--- src/rtl/cnv_sleep_pkg.sv ---
package cnv_sleep_pkg;
  typedef enum logic [2:0] {
    ST_WAKE,
    ST_PULSE,
    ST_CONV,
    ST_IDLE,
    ST_SLEEP
  } seq_state_t;
endpackage

--- src/rtl/cnv_period_timer.sv ---
module cnv_period_timer #(
  parameter int CNT_W = 24
) (
  input  logic             clk,
  input  logic             rst,
  input  logic             restart,
  output logic [CNT_W-1:0] elapsed
);
  localparam logic [CNT_W-1:0] SAT = {CNT_W{1'b1}};

  always_ff @(posedge clk) begin
    if (rst)                elapsed <= '0;
    else if (restart)       elapsed <= '0;
    else if (elapsed != SAT) elapsed <= elapsed + 1'b1;
  end

  // saturation keeps the spacing comparison valid
  assert_timer_sat_R6: assert property (@(posedge clk) disable iff (rst)
    (elapsed == SAT && !restart) |=> elapsed == SAT);
endmodule

--- src/rtl/cnv_load_counter.sv ---
module cnv_load_counter #(
  parameter int W = 24
) (
  input  logic         clk,
  input  logic         rst,
  input  logic [W-1:0] rst_val,
  input  logic         load,
  input  logic [W-1:0] load_val,
  output logic [W-1:0] value,
  output logic         zero
);
  always_ff @(posedge clk) begin
    if (rst)              value <= rst_val;
    else if (load)        value <= load_val;
    else if (value != '0) value <= value - 1'b1;
  end

  assign zero = (value == '0);

  // the count only steps down by one or reloads
  assert_count_step_R4: assert property (@(posedge clk) disable iff (rst)
    (!load && value != '0) |=> value == $past(value) - 1'b1);
endmodule

--- src/rtl/cnv_sleep_meter.sv ---
module cnv_sleep_meter #(
  parameter int CNT_W = 24
) (
  input  logic             clk,
  input  logic             rst,
  input  logic             clear,
  input  logic             run,
  input  logic [CNT_W-1:0] thresh,
  input  logic [CNT_W-1:0] wake_short,
  input  logic [CNT_W-1:0] wake_long,
  output logic [CNT_W-1:0] lead,
  output logic             is_long
);
  localparam int EW = CNT_W + 1;
  localparam logic [CNT_W-1:0] SAT = {CNT_W{1'b1}};

  logic [CNT_W-1:0] slept;

  always_ff @(posedge clk) begin
    if (rst)                         slept <= '0;
    else if (clear)                  slept <= '0;
    else if (run && slept != SAT)    slept <= slept + 1'b1;
  end

  // sleep length if waking on this edge is slept+1
  assign is_long = ({1'b0, slept} + EW'(1)) >= {1'b0, thresh};
  assign lead    = is_long ? wake_long : wake_short;

  assert_meter_clear_R5: assert property (@(posedge clk) disable iff (rst)
    clear |=> slept == '0);
endmodule

--- src/rtl/cnv_sleep_sequencer.sv ---
module cnv_sleep_sequencer
  import cnv_sleep_pkg::*;
#(
  parameter int CNT_W = 24,
  parameter int PW_W  = 8
) (
  input  logic             clk,
  input  logic             rst,
  input  logic [CNT_W-1:0] cfg_period,
  input  logic [CNT_W-1:0] cfg_busy,
  input  logic [CNT_W-1:0] cfg_wake_short,
  input  logic [CNT_W-1:0] cfg_wake_long,
  input  logic [CNT_W-1:0] cfg_long_thresh,
  input  logic [PW_W-1:0]  cfg_pulse,
  input  logic             busy,
  output logic             conv_start_n,
  output logic             standby_n,
  output logic             skip_sleep
);
  localparam int SW = CNT_W + 2;

  seq_state_t       state;
  logic             busy_q;
  logic [CNT_W-1:0] elapsed;
  logic [CNT_W-1:0] lead;
  logic             lead_long;
  logic [CNT_W-1:0] wake_val;
  logic             wake_zero;
  logic [PW_W-1:0]  pulse_val;
  logic             pulse_zero;
  logic [PW_W-1:0]  pulse_load_val;

  logic start_go, busy_fell, wake_due, per_due, skip_d, enter_sleep, wake_go;

  assign busy_fell   = busy_q && !busy;
  assign skip_d      = {2'b0, cfg_period} <
                       ({2'b0, cfg_busy} + {2'b0, cfg_wake_short} + SW'(2));
  assign per_due     = ({2'b0, elapsed} + SW'(1)) >= {2'b0, cfg_period};
  assign wake_due    = ({2'b0, elapsed} + {2'b0, lead} + SW'(2)) >= {2'b0, cfg_period};
  assign start_go    = (state == ST_WAKE && wake_zero) || (state == ST_IDLE && per_due);
  assign enter_sleep = (state == ST_CONV) && busy_fell && !skip_sleep;
  assign wake_go     = (state == ST_SLEEP) && wake_due;
  assign pulse_load_val = (cfg_pulse == '0) ? '0 : cfg_pulse - 1'b1;

  cnv_period_timer #(.CNT_W(CNT_W)) u_period (
    .clk(clk), .rst(rst), .restart(start_go), .elapsed(elapsed)
  );

  cnv_sleep_meter #(.CNT_W(CNT_W)) u_meter (
    .clk(clk), .rst(rst), .clear(enter_sleep), .run(state == ST_SLEEP),
    .thresh(cfg_long_thresh), .wake_short(cfg_wake_short),
    .wake_long(cfg_wake_long), .lead(lead), .is_long(lead_long)
  );

  cnv_load_counter #(.W(CNT_W)) u_wake (
    .clk(clk), .rst(rst), .rst_val(cfg_wake_long), .load(wake_go),
    .load_val(lead), .value(wake_val), .zero(wake_zero)
  );

  cnv_load_counter #(.W(PW_W)) u_pulse (
    .clk(clk), .rst(rst), .rst_val('0), .load(start_go),
    .load_val(pulse_load_val), .value(pulse_val), .zero(pulse_zero)
  );

  always_ff @(posedge clk) begin
    if (rst) begin
      busy_q     <= 1'b0;
      skip_sleep <= 1'b0;
    end else begin
      busy_q     <= busy;
      skip_sleep <= skip_d;
    end
  end

  always_ff @(posedge clk) begin
    if (rst) begin
      state        <= ST_WAKE;
      conv_start_n <= 1'b1;
      standby_n    <= 1'b1;
    end else begin
      unique case (state)
        ST_WAKE: if (wake_zero) begin
          conv_start_n <= 1'b0;
          state        <= ST_PULSE;
        end
        ST_PULSE: if (pulse_zero) begin
          conv_start_n <= 1'b1;
          state        <= ST_CONV;
        end
        ST_CONV: if (busy_fell) begin
          if (skip_sleep) state <= ST_IDLE;
          else begin
            standby_n <= 1'b0;
            state     <= ST_SLEEP;
          end
        end
        ST_IDLE: if (per_due) begin
          conv_start_n <= 1'b0;
          state        <= ST_PULSE;
        end
        ST_SLEEP: if (wake_due) begin
          standby_n <= 1'b1;
          state     <= ST_WAKE;
        end
        default: state <= ST_WAKE;
      endcase
    end
  end

  // strobe only while awake
  assert_start_awake_R8: assert property (@(posedge clk) disable iff (rst)
    !conv_start_n |-> standby_n);

  // standby entered only on an observed busy fall
  assert_sleep_on_busy_fall_R3: assert property (@(posedge clk) disable iff (rst)
    $fell(standby_n) |-> ($past(busy_q) && !$past(busy)));

  // no standby while skipping
  assert_skip_awake_R9: assert property (@(posedge clk) disable iff (rst)
    skip_sleep |-> standby_n);

  // a start after a sleep needs the wake count to have run out
  assert_start_after_wake_R4: assert property (@(posedge clk) disable iff (rst)
    ($fell(conv_start_n) && $past(state) == ST_WAKE) |-> $past(wake_val) == '0);

  // a wake choosing the long count reports a long sleep
  assert_long_choice_R5: assert property (@(posedge clk) disable iff (rst)
    (wake_go && lead_long) |=> wake_val == cfg_wake_long);
endmodule

--- config.mk ---
export PLATFORM = sky130hd
export DESIGN_NAME = cnv_sleep_sequencer
export DESIGN_NICKNAME = d
export VERILOG_FILES = /design/src/rtl/cnv_sleep_pkg.sv /design/src/rtl/cnv_period_timer.sv /design/src/rtl/cnv_load_counter.sv /design/src/rtl/cnv_sleep_meter.sv /design/src/rtl/cnv_sleep_sequencer.sv
export SDC_FILE = /design/constraint.sdc
export NUM_CORES = 1
export LEC_CHECK = 0
export ABC_AREA = 0
export ABC_CLOCK_PERIOD_IN_PS = 14500
export BUFFER_PORTS_ARGS = -buffer_cell sky130_fd_sc_hd__buf_4
export CAP_MARGIN = 0
export CORE_MARGIN = 2
export CORE_UTILIZATION = 56
export DETAILED_ROUTE_END_ITERATION = 10
export GPL_TIMING_DRIVEN = 1
export PLACE_DENSITY = 0.86
export SYNTH_ARGS = -nofsm -noshare
export SYNTH_HDL_FRONTEND = slang
export SYNTH_HIERARCHICAL = 1
export SYNTH_SLANG_ARGS = --single-unit
--- constraint.sdc ---
create_clock -name clk -period 14.5 [get_ports clk]
set_input_delay 2.175 -clock clk [delete_from_list [all_inputs] [get_ports clk]]
set_output_delay 2.175 -clock clk [all_outputs]
set_load 0.03 [all_outputs]
; ---- Word level (Yosys, flattened, before mapping)
; Index checks and enable logic that the tools add are counted.
; W data, S select, Z words.
[totals]
out_inout_bits = 3
register_bits = 87
[classes]
n_reduce_logical = 25
addsub = 11
eq_ne = 12
muxes = 22
order_cmp = 4
[op_table]
columns = cell, count
row1 = $mux W24, 4
row2 = $add A25 B2 Y26 const B, 2
row3 = $add A24 B1 Y25 const B, 2
row4 = $add A24 B24 Y25, 2
row5 = $ge A25 B24 Y1, 2
row6 = $add A24 B1 Y24 const B, 2
row7 = $ne A24 B24 Y1 const B, 2
row8 = $ge A26 B24 Y1, 1
row9 = $lt A24 B26 Y1, 1
row10 = $logic_not A24 Y1, 1
row11 = $mux W8, 3
row12 = $reduce_bool A24 Y1, 1
row13 = $sub A24 B1 Y24 const B, 1
row14 = $mux W3, 6
row15 = $logic_not A8 Y1, 2
row16 = $sub A8 B1 Y8 const B, 2
row17 = $pmux W3 S5, 1
row18 = $ne A2 B2 Y1 const B, 6
row19 = $reduce_and A4 Y1, 2
row20 = $reduce_bool A8 Y1, 1
row21 = $logic_and A1 B1 Y1, 7
row22 = $eq A3 B2 Y1 const B, 2
row23 = $mux W1, 6
row24 = $reduce_bool A3 Y1, 2
row25 = other kinds (10), 13

; ---- Longest topological paths before layout
; Gate-level depths: netlist (run 1).
[logic_depth]
ltp_word = 9
ltp_mapped = 39

; ---- Cells and area by module
; Netlist (run 1), hierarchy kept.
[by_module_without_submodules]
columns = module, cells_per_inst, instances, area_per_inst_um2, seq_area_each_um2
row1 = cnv_sleep_sequencer, 716, 1, 5427.7, 140.1
row2 = cnv_sleep_meter, 292, 1, 2363.5, 480.5
row3 = cnv_load_counter at u_wake, 163, 1, 1602.8, 720.7
row4 = cnv_period_timer, 163, 1, 1450.1, 480.5
row5 = cnv_load_counter at u_pulse, 55, 1, 571.8, 240.2

; ---- Least setup slack after synthesis (run 1)
; No wires, ideal clock.
[synth_timing]
path_kind = input to register
startpoint = input cfg_long_thresh[6]
endpoint = register u_wake.value[0], enable pin
required_time_ns = 14.072
stages = 30
setup_slack_ns = 5.614
arrival_time_ns = 8.458
path_buffers = 0
setup_time_ns = 0.428
cell_sequence = inv_1 -> ha_1 -> a22o_1 -> o41ai_1 -> a21oi_1 -> nor3_2 -> mux2_2 -> inv_1 -> ha_1 -> inv_1 -> ha_1 -> inv_1 -> fa_1 -> nor2b_1 -> o21ai_0 -> and4b_1 -> o41a_1 -> nor2_1 -> a211oi_1 -> xnor2_1 -> ha_1 -> a211o_1 -> nor4_1 -> o21ai_0 -> o22ai_1 -> nand2_1 -> o31a_2 -> and2_2 -> nor2_1 -> nand2_1
[synth_between]
elab_chain_cells = 7
[synth_lines]
columns = item, line
row1 = start: declaration, cnv_sleep_sequencer.sv:13  ; input logic [CNT_W-1:0] cfg_long_thresh,
row2 = $ge A25 B24 Y1, cnv_sleep_meter.sv:26  ; assign is_long = ({1'b0, slept} + EW'(1)) >= {1'b0, thresh};
row3 = $mux W24, cnv_sleep_meter.sv:27  ; assign lead = is_long ? wake_long : wake_short;
row4 = via lead[1], cnv_sleep_sequencer.sv:25  ; logic [CNT_W-1:0] lead;
row5 = $add A24 B24 Y25, cnv_sleep_sequencer.sv:39  ; assign wake_due = ({2'b0, elapsed} + {2'b0, lead} + SW'(2)) >= {2'b0, cfg_period};
row6 = $add A25 B2 Y26, cnv_sleep_sequencer.sv:39
row7 = $ge A26 B24 Y1, cnv_sleep_sequencer.sv:39
row8 = $logic_and A1 B1 Y1, cnv_sleep_sequencer.sv:42  ; assign wake_go = (state == ST_SLEEP) && wake_due;
row9 = via wake_go, cnv_sleep_sequencer.sv:33  ; logic start_go, busy_fell, wake_due, per_due, skip_d, enter_sleep, wake_go;
row10 = $reduce_bool A3 Y1 (no line), --
row11 = end signal: assignment, cnv_load_counter.sv:13  ; if (rst) value <= rst_val;
row12 = end signal: assignment, cnv_load_counter.sv:14  ; else if (load) value <= load_val;
row13 = end signal: assignment, cnv_load_counter.sv:15  ; else if (value != '0) value <= value - 1'b1;
row14 = end: declaration, cnv_load_counter.sv:9  ; output logic [W-1:0] value,
; The timed path passes the listed nets, and every way through them passes these cells.
; A chain may end at the register's enable or synchronous reset.

; ---- Worst setup path after layout (run 1)
[layout_timing]
startpoint = register u_meter.slept[5]
endpoint = register u_wake.value[3], enable pin
[layout_between]
elab_chain_cells = 8
[layout_lines]
columns = item, line
row1 = start: declaration, cnv_sleep_meter.sv:17  ; logic [CNT_W-1:0] slept;
row2 = start signal: assignment, cnv_sleep_meter.sv:22  ; else if (run && slept != SAT) slept <= slept + 1'b1;
row3 = $add A24 B1 Y25, cnv_sleep_meter.sv:26
row4 = $ge A25 B24 Y1, cnv_sleep_meter.sv:26
row5 = $mux W24, cnv_sleep_meter.sv:27
row6 = via lead[1], cnv_sleep_sequencer.sv:25
row7 = $add A24 B24 Y25, cnv_sleep_sequencer.sv:39
row8 = $add A25 B2 Y26, cnv_sleep_sequencer.sv:39
row9 = $ge A26 B24 Y1, cnv_sleep_sequencer.sv:39
row10 = $logic_and A1 B1 Y1, cnv_sleep_sequencer.sv:42
row11 = via wake_go, cnv_sleep_sequencer.sv:33
row12 = $reduce_bool A3 Y1 (no line), --
; The timed path passes the listed nets, and every way through them passes these cells.

==> results of run 1 <==
-- flip-flops by register name, indices dropped and copies added (netlist names) --
| name | count |
|---|---|
| u_wake/value | 24 |
| state | 3 |
| busy_q | 1 |
| standby_n | 1 |
| conv_start_n | 1 |
| u_meter/slept | 24 |
| skip_sleep | 1 |
| u_period/elapsed | 24 |
| u_pulse/value | 8 |
-- report_power, final --
part	switching [mW]	leakage (nW)	total, mW	internal (mW)
sequential	0.0169	0.785	0.285	0.268
combinational	0.155	4.87	0.284	0.129
clock	0.102	0.144	0.230	0.128
total	0.274	5.80	0.799	0.525
-- critical path: cells and delay by family, from the launching register on --
family / cells / cell delay, ps
multiplexers: 1 / 400
XOR/XNOR: 2 / 330
adder cells (fa/ha/maj): 5 / 1410
AND/OR/NAND/NOR: 14 / 4140
AO/OA/AOI/OAI: 10 / 2180
flip-flops: 1 / 460
buffers and inverters: 4 / 580
-- per-layer routing --
layer	share of wire, %	track usage, %
met5	0	0
met3	7.0	4.63
met4	3.5	10.9
met1	42	35.1
met2	48	48.4
-- area by class of cell --
type	instances	area [um^2]	share of cell area, %
clock buffers	11	254	1.97
clock inverters	5	36.3	0.282
inverters	100	375	2.92
multi-input cells	1170	8770	68.2
flip-flops and latches	87	2060	16.0
well taps	270	338	2.63
repair buffers	136	1020	7.94
-- per-stage QoR --
| step | util [%] | setup slack [ps] | cell area, um^2 | power [mW] | instances |
|---|---|---|---|---|---|
| after floorplan | - | 5610 | 11400 | 0.472 | 1395 |
| after global placement | 62.5 | 4500 | 12600 | 0.555 | 1763 |
| after detailed placement | 62.5 | 4280 | 12600 | 0.567 | 1763 |
| after CTS | 64.0 | 4610 | 12900 | 0.799 | 1779 |
| after global routing | 64.0 | 3710 | 12900 | 0.843 | 1779 |
| final | 64.0 | 4450 | 12900 | 0.799 | 1779 |
-- final timing paths --
path | slack (ps) | depth (start not counted) | to | from
max | 4450 | 36 | u_wake/value[3]$_DFFE_PP_ | u_meter/slept[5]$_SDFFE_PP0P_
min | 500 | 1 | standby_n$_SDFFE_PP1P_ | standby_n$_SDFFE_PP1P_
max reg2reg | 4450 | 36 | u_wake/value[3]$_DFFE_PP_ | u_meter/slept[5]$_SDFFE_PP0P_
min reg2reg | 500 | 1 | standby_n$_SDFFE_PP1P_ | standby_n$_SDFFE_PP1P_
==> results.toml, run 1 <==
[sta]
fin_crit_sh_pct = 69.3
max_freq_mhz = 99.5
slew_violations = 0
slew_headroom_pct = 28.1
setup_viol = 0
rsz0062_at_grt = "false"
fin_crit_ps = 10050
skew_ps = 8.05
fin_hold_ws_ps = 503
setup-tns-final_ps = 0
worst_pin_slew_ps = 1070
report.final.hold_viol_count = 0

[routing]
viasPerCell = 6.18
dr.pass1.iters = 7
finalWirelength_um = 30900
drc = 0
vias = 11000
postRouteAntennaNets = 0
wire_per_inst_um = 17.4
drt-initial-drc-count = 703

[cts]
clk_pin_slew_worst_paths_ps = 70
htreeDepth = 3
cts.sinks = 87
cts_tree = "yes"
clock_path_buffers = 2
clock-root-buffer = "clkbuf_16"
cts_resized = 0
holdBufCountCts = 0
cts_setup_buffers = 0
cts_inserted_buffers = 9
clk_latency_ps = 360

[pwr]
p_leak_nw = 5.80
power_density_nw_per_um2 = 62.1
ir_drop_uv = 46.2

[global_routing]
grt_pass1_wl_um = 49600
grt_usage_pct = 28.1
grt_pass1_vias = 10300
antenna_found_initial = 0
overflow = 0
grt_max_degree = 54

[setup_path]
worstSetupEndpointType = "flip-flop"
critPathMaxFanout = 24
startpoint_type = "flip-flop"
max_stage_delay_ps = 770
cp.arrival_ps = 9900
worstSetupPathType = "flip-flop to flip-flop"
crit_required_ps = 14350
cp_slowest_cell = "nand2_1"

[layout]
layout-drive-gt1-share_pct = 15.0
layout_commonest_cell = "ha_1"
area_growth_pct = 12.7
mostFrequentLayoutCells = "197 x ha_1, 136 x buf_4, 118 x nand2_1, 110 x a21oi_1, 99 x inv_1"
num-fill-cells = 1678
layout.nets = 1834
n_antenna_cell = 0

[floorplanning]
die-height_um = 147
core_area_um2 = 20100
die-area_um2 = 21500
num_rows = 52
initial_core_util_pct = 56.8
ioPinCount = 134
die_x_um = 147

[synth]
ys_warn_count = 6
synth_area_per_cell_um2 = 8.22
syn_inst = 1388
synth_area_um2 = 11400

[place]
place.gp.congestion = 0.962
dp_hpwl_um = 25100
io_buffers = 133

[job]
maxCapViolations = 0

[outcome]
status = "completed"

[min_path]
worst_hold_path_type = "flip-flop to flip-flop"
Note: power is estimated with default switching activity, not from simulation.
==> run 2: changes to the inputs <==
--- a/config.mk
+++ b/config.mk
@@ -5,8 +5,8 @@
 export SDC_FILE = /design/constraint.sdc
 export NUM_CORES = 1
 export LEC_CHECK = 0
-export ABC_AREA = 0
-export ABC_CLOCK_PERIOD_IN_PS = 14500
+export ABC_AREA = 1
+export ABC_CLOCK_PERIOD_IN_PS = 9850
 export BUFFER_PORTS_ARGS = -buffer_cell sky130_fd_sc_hd__buf_4
 export CAP_MARGIN = 0
 export CORE_MARGIN = 2
==> constraint.sdc (replaced) <==
create_clock -name clk -period 9.85 [get_ports clk]
set_input_delay 1.4775 -clock clk [delete_from_list [all_inputs] [get_ports clk]]
set_output_delay 1.4775 -clock clk [all_outputs]
set_load 0.03 [all_outputs]
==> run 2 against run 1 <==
Effect of this change: clock power is 54% higher; via count up 20%; routed wire length increased by 19%; clock skew rose by 1.2 ps; largest power group is now combinational cells.
==> results.toml, run 2 <==
[pwr]
ir_drop_uv = 77.4
swShare_pct = 45.7
p_leak_nw = 7.34
power_density_nw_per_um2 = 132
net-switching-power_uw = 841
p_seq_share_pct = 27.4
p_comb_share_pct = 53.4
pwr-share-clk_pct = 19.2
p_int_mw = 1.00

[cts]
cts.sinks = 87
clock_path_buffers = 2
clk_latency_ps = 350
htreeDepth = 3
clock-root-buffer = "clkbuf_16"
holdBufCountCts = 0
cts_setup_buffers = 0
cts_resized = 0
cts_inserted_buffers = 9
cts_tree = "yes"
clk_pin_slew_worst_paths_ps = 70

[setup_path]
max_stage_delay_ps = 780
startpoint_type = "flip-flop"
cp_slowest_cell = "nor2_2"
crit_top_cell = "nand2_1"
crit_required_ps = 9710
cp.arrival_ps = 8640
worstSetupEndpointType = "flip-flop"
critPathMaxFanout = 25
worstSetupPathType = "flip-flop to flip-flop"

[synth]
synth.largest_area_cell = "ha_1"
ys.flop_type = "dfxtp_1"
ys_warn_count = 6
synth_cell_types = 49
async_reset_ff_share_pct = 0
synth_edf_count = 32
synth_area_um2 = 12500
netlist_top_cells_count = "479 x nand2_1, 267 x inv_1, 212 x nor2_1, 197 x ha_1, 124 x a21oi_1"
synth_area_per_cell_um2 = 6.50
ys_ff_latch = 87
yosys.area.top_type_share_pct = 19.7
synthMostInstantiatedCell = "nand2_1"
ys_seq_area_share_pct = 16.5
yosys-top-cells-area = "ha_1 20%, nand2_1 14%, dfxtp_1 8.8%"
syn_inst = 1924

[global_routing]
grt_max_degree = 54
antenna_found_initial = 0
grt_pass1_vias = 12100
grt_pass1_wl_um = 59800
overflow = 0
grt_usage_pct = 30.7

[layout]
top_regs = "u_meter/slept (24), u_period/elapsed (24), u_wake/value (24)"
finalNonFillerCells = 2331
layout_commonest_cell = "nand2_1"
layout.nets = 2376
layout-drive-gt1-share_pct = 12.1
mostFrequentLayoutCells = "479 x nand2_1, 267 x inv_1, 212 x nor2_1, 197 x ha_1, 135 x buf_4"
n_antenna_cell = 0
area_growth_pct = 12.0

[place]
dpl.cell_count = 2315
place.gp.congestion = 0.988
dp_hpwl_um = 30100
dp_slack_ps = 1260
io_buffers = 133

[sta]
rsz0062_at_grt = "false"
setup_viol = 0
worst_pin_slew_ps = 1050
skew_ps = 9.28
fin_crit_ps = 8780
max_freq_mhz = 114
slew_violations = 0
report.final.hold_viol_count = 0
slew_headroom_pct = 30.1
final_critical_path_setup_slack_ps = 1070
fin_crit_sh_pct = 89.2
setup-tns-final_ps = 0

[floorplanning]
core_area_um2 = 21900
die_x_um = 153
initial_core_util_pct = 57.1
num_rows = 54
die-area_um2 = 23500
die-height_um = 153
ioPinCount = 134

[routing]
vias = 13200
drc = 0
finalWirelength_um = 36700
drt-initial-drc-count = 1444
postRouteAntennaNets = 0
dr.pass1.iters = 6
wire_per_inst_um = 15.7
viasPerCell = 5.66

[outcome]
status = "completed"

[min_path]
worst_hold_path_type = "flip-flop to flip-flop"

[job]
maxCapViolations = 0
==> run 2: cell count changes in the layout (fill, tap and decap cells not counted), moves of 14 or more <==
cell / delta
nand2_1: +361
inv_1: +168
nor2_1: +116
nand3_1: +53
xnor2_1: -42
nand4_1: +40
nand2_2: +25
or3_1: -23
mux2_4: -19
nor2_4: +17
a211oi_1: -15
a21oi_1: +14
o22ai_1: -14
==> run 2: metal layers <==
metal  vias up  track usage (%)  share of wire (%)
li1       6592                -                  -
met1      5902             41.8                 42
met3        97             4.34                9.2
met4         0             10.7                3.5
met5         -                0                  0
met2       591             49.8                 45
==> run 2: per-stage QoR <==
stage	util, %	hold WS, ps	cell area (um^2)	total power [mW]
2_1_floorplan	-	478	12500	1.20
3_3_place_gp	62.6	436	13700	1.43
3_5_place_dp	62.6	476	13700	1.47
4_1_cts	63.9	485	14000	1.83
5_1_grt	63.9	539	14000	1.99
6_report	63.9	483	14000	1.84
==> run 2: final cells by class <==
type	count	area, um^2
Fill cell	2021	7890
Timing Repair Buffer	135	1010
Tap cell	280	350
Multi-Input combinational cell	1537	9240
Clock inverter	7	76.3
Sequential cell	87	2060
Inverter	276	1040
Clock buffer	9	225
==> run 2: path summary, 6_finish.rpt <==
kind                           endpoint                          start  slack (ps)  cells after the start
max reg2reg  u_wake/value[19]$_DFFE_PP_  u_meter/slept[0]$_SDFFE_PP0P_        1070                     45
max          u_wake/value[19]$_DFFE_PP_  u_meter/slept[0]$_SDFFE_PP0P_        1070                     45
min reg2reg      standby_n$_SDFFE_PP1P_         standby_n$_SDFFE_PP1P_         480                      2
min              standby_n$_SDFFE_PP1P_         standby_n$_SDFFE_PP1P_         480                      2
==> run 2: power groups by stage <==
stage	clock network, mW	registers (mW)	logic, mW
floorplan	0	0.499	0.705
global placement	0	0.506	0.925
detailed placement	0	0.510	0.956
CTS	0.358	0.503	0.966
global route	0.372	0.513	1.10
finish	0.354	0.505	0.983
==> run 2: kinds of logic after synthesis <==
kind of cell	Yosys count	synth area share (%)
buf+inv	307	9.82
flops	87	16.5
other cells	1	0.0300
simple gates	983	36.1
fa+ha+maj	199	20.0
xor+xnor	87	6.16
compound gates	260	11.4
==> run 2: worst max-delay path, delay by kind of cell (launching register included) <==
family	cells	cell delay, ps
AO/OA/AOI/OAI	4	810
buffers and inverters	6	560
flip-flops	1	430
adder cells (fa/ha/maj)	6	1610
AND/OR/NAND/NOR	27	4510
XOR/XNOR	2	380
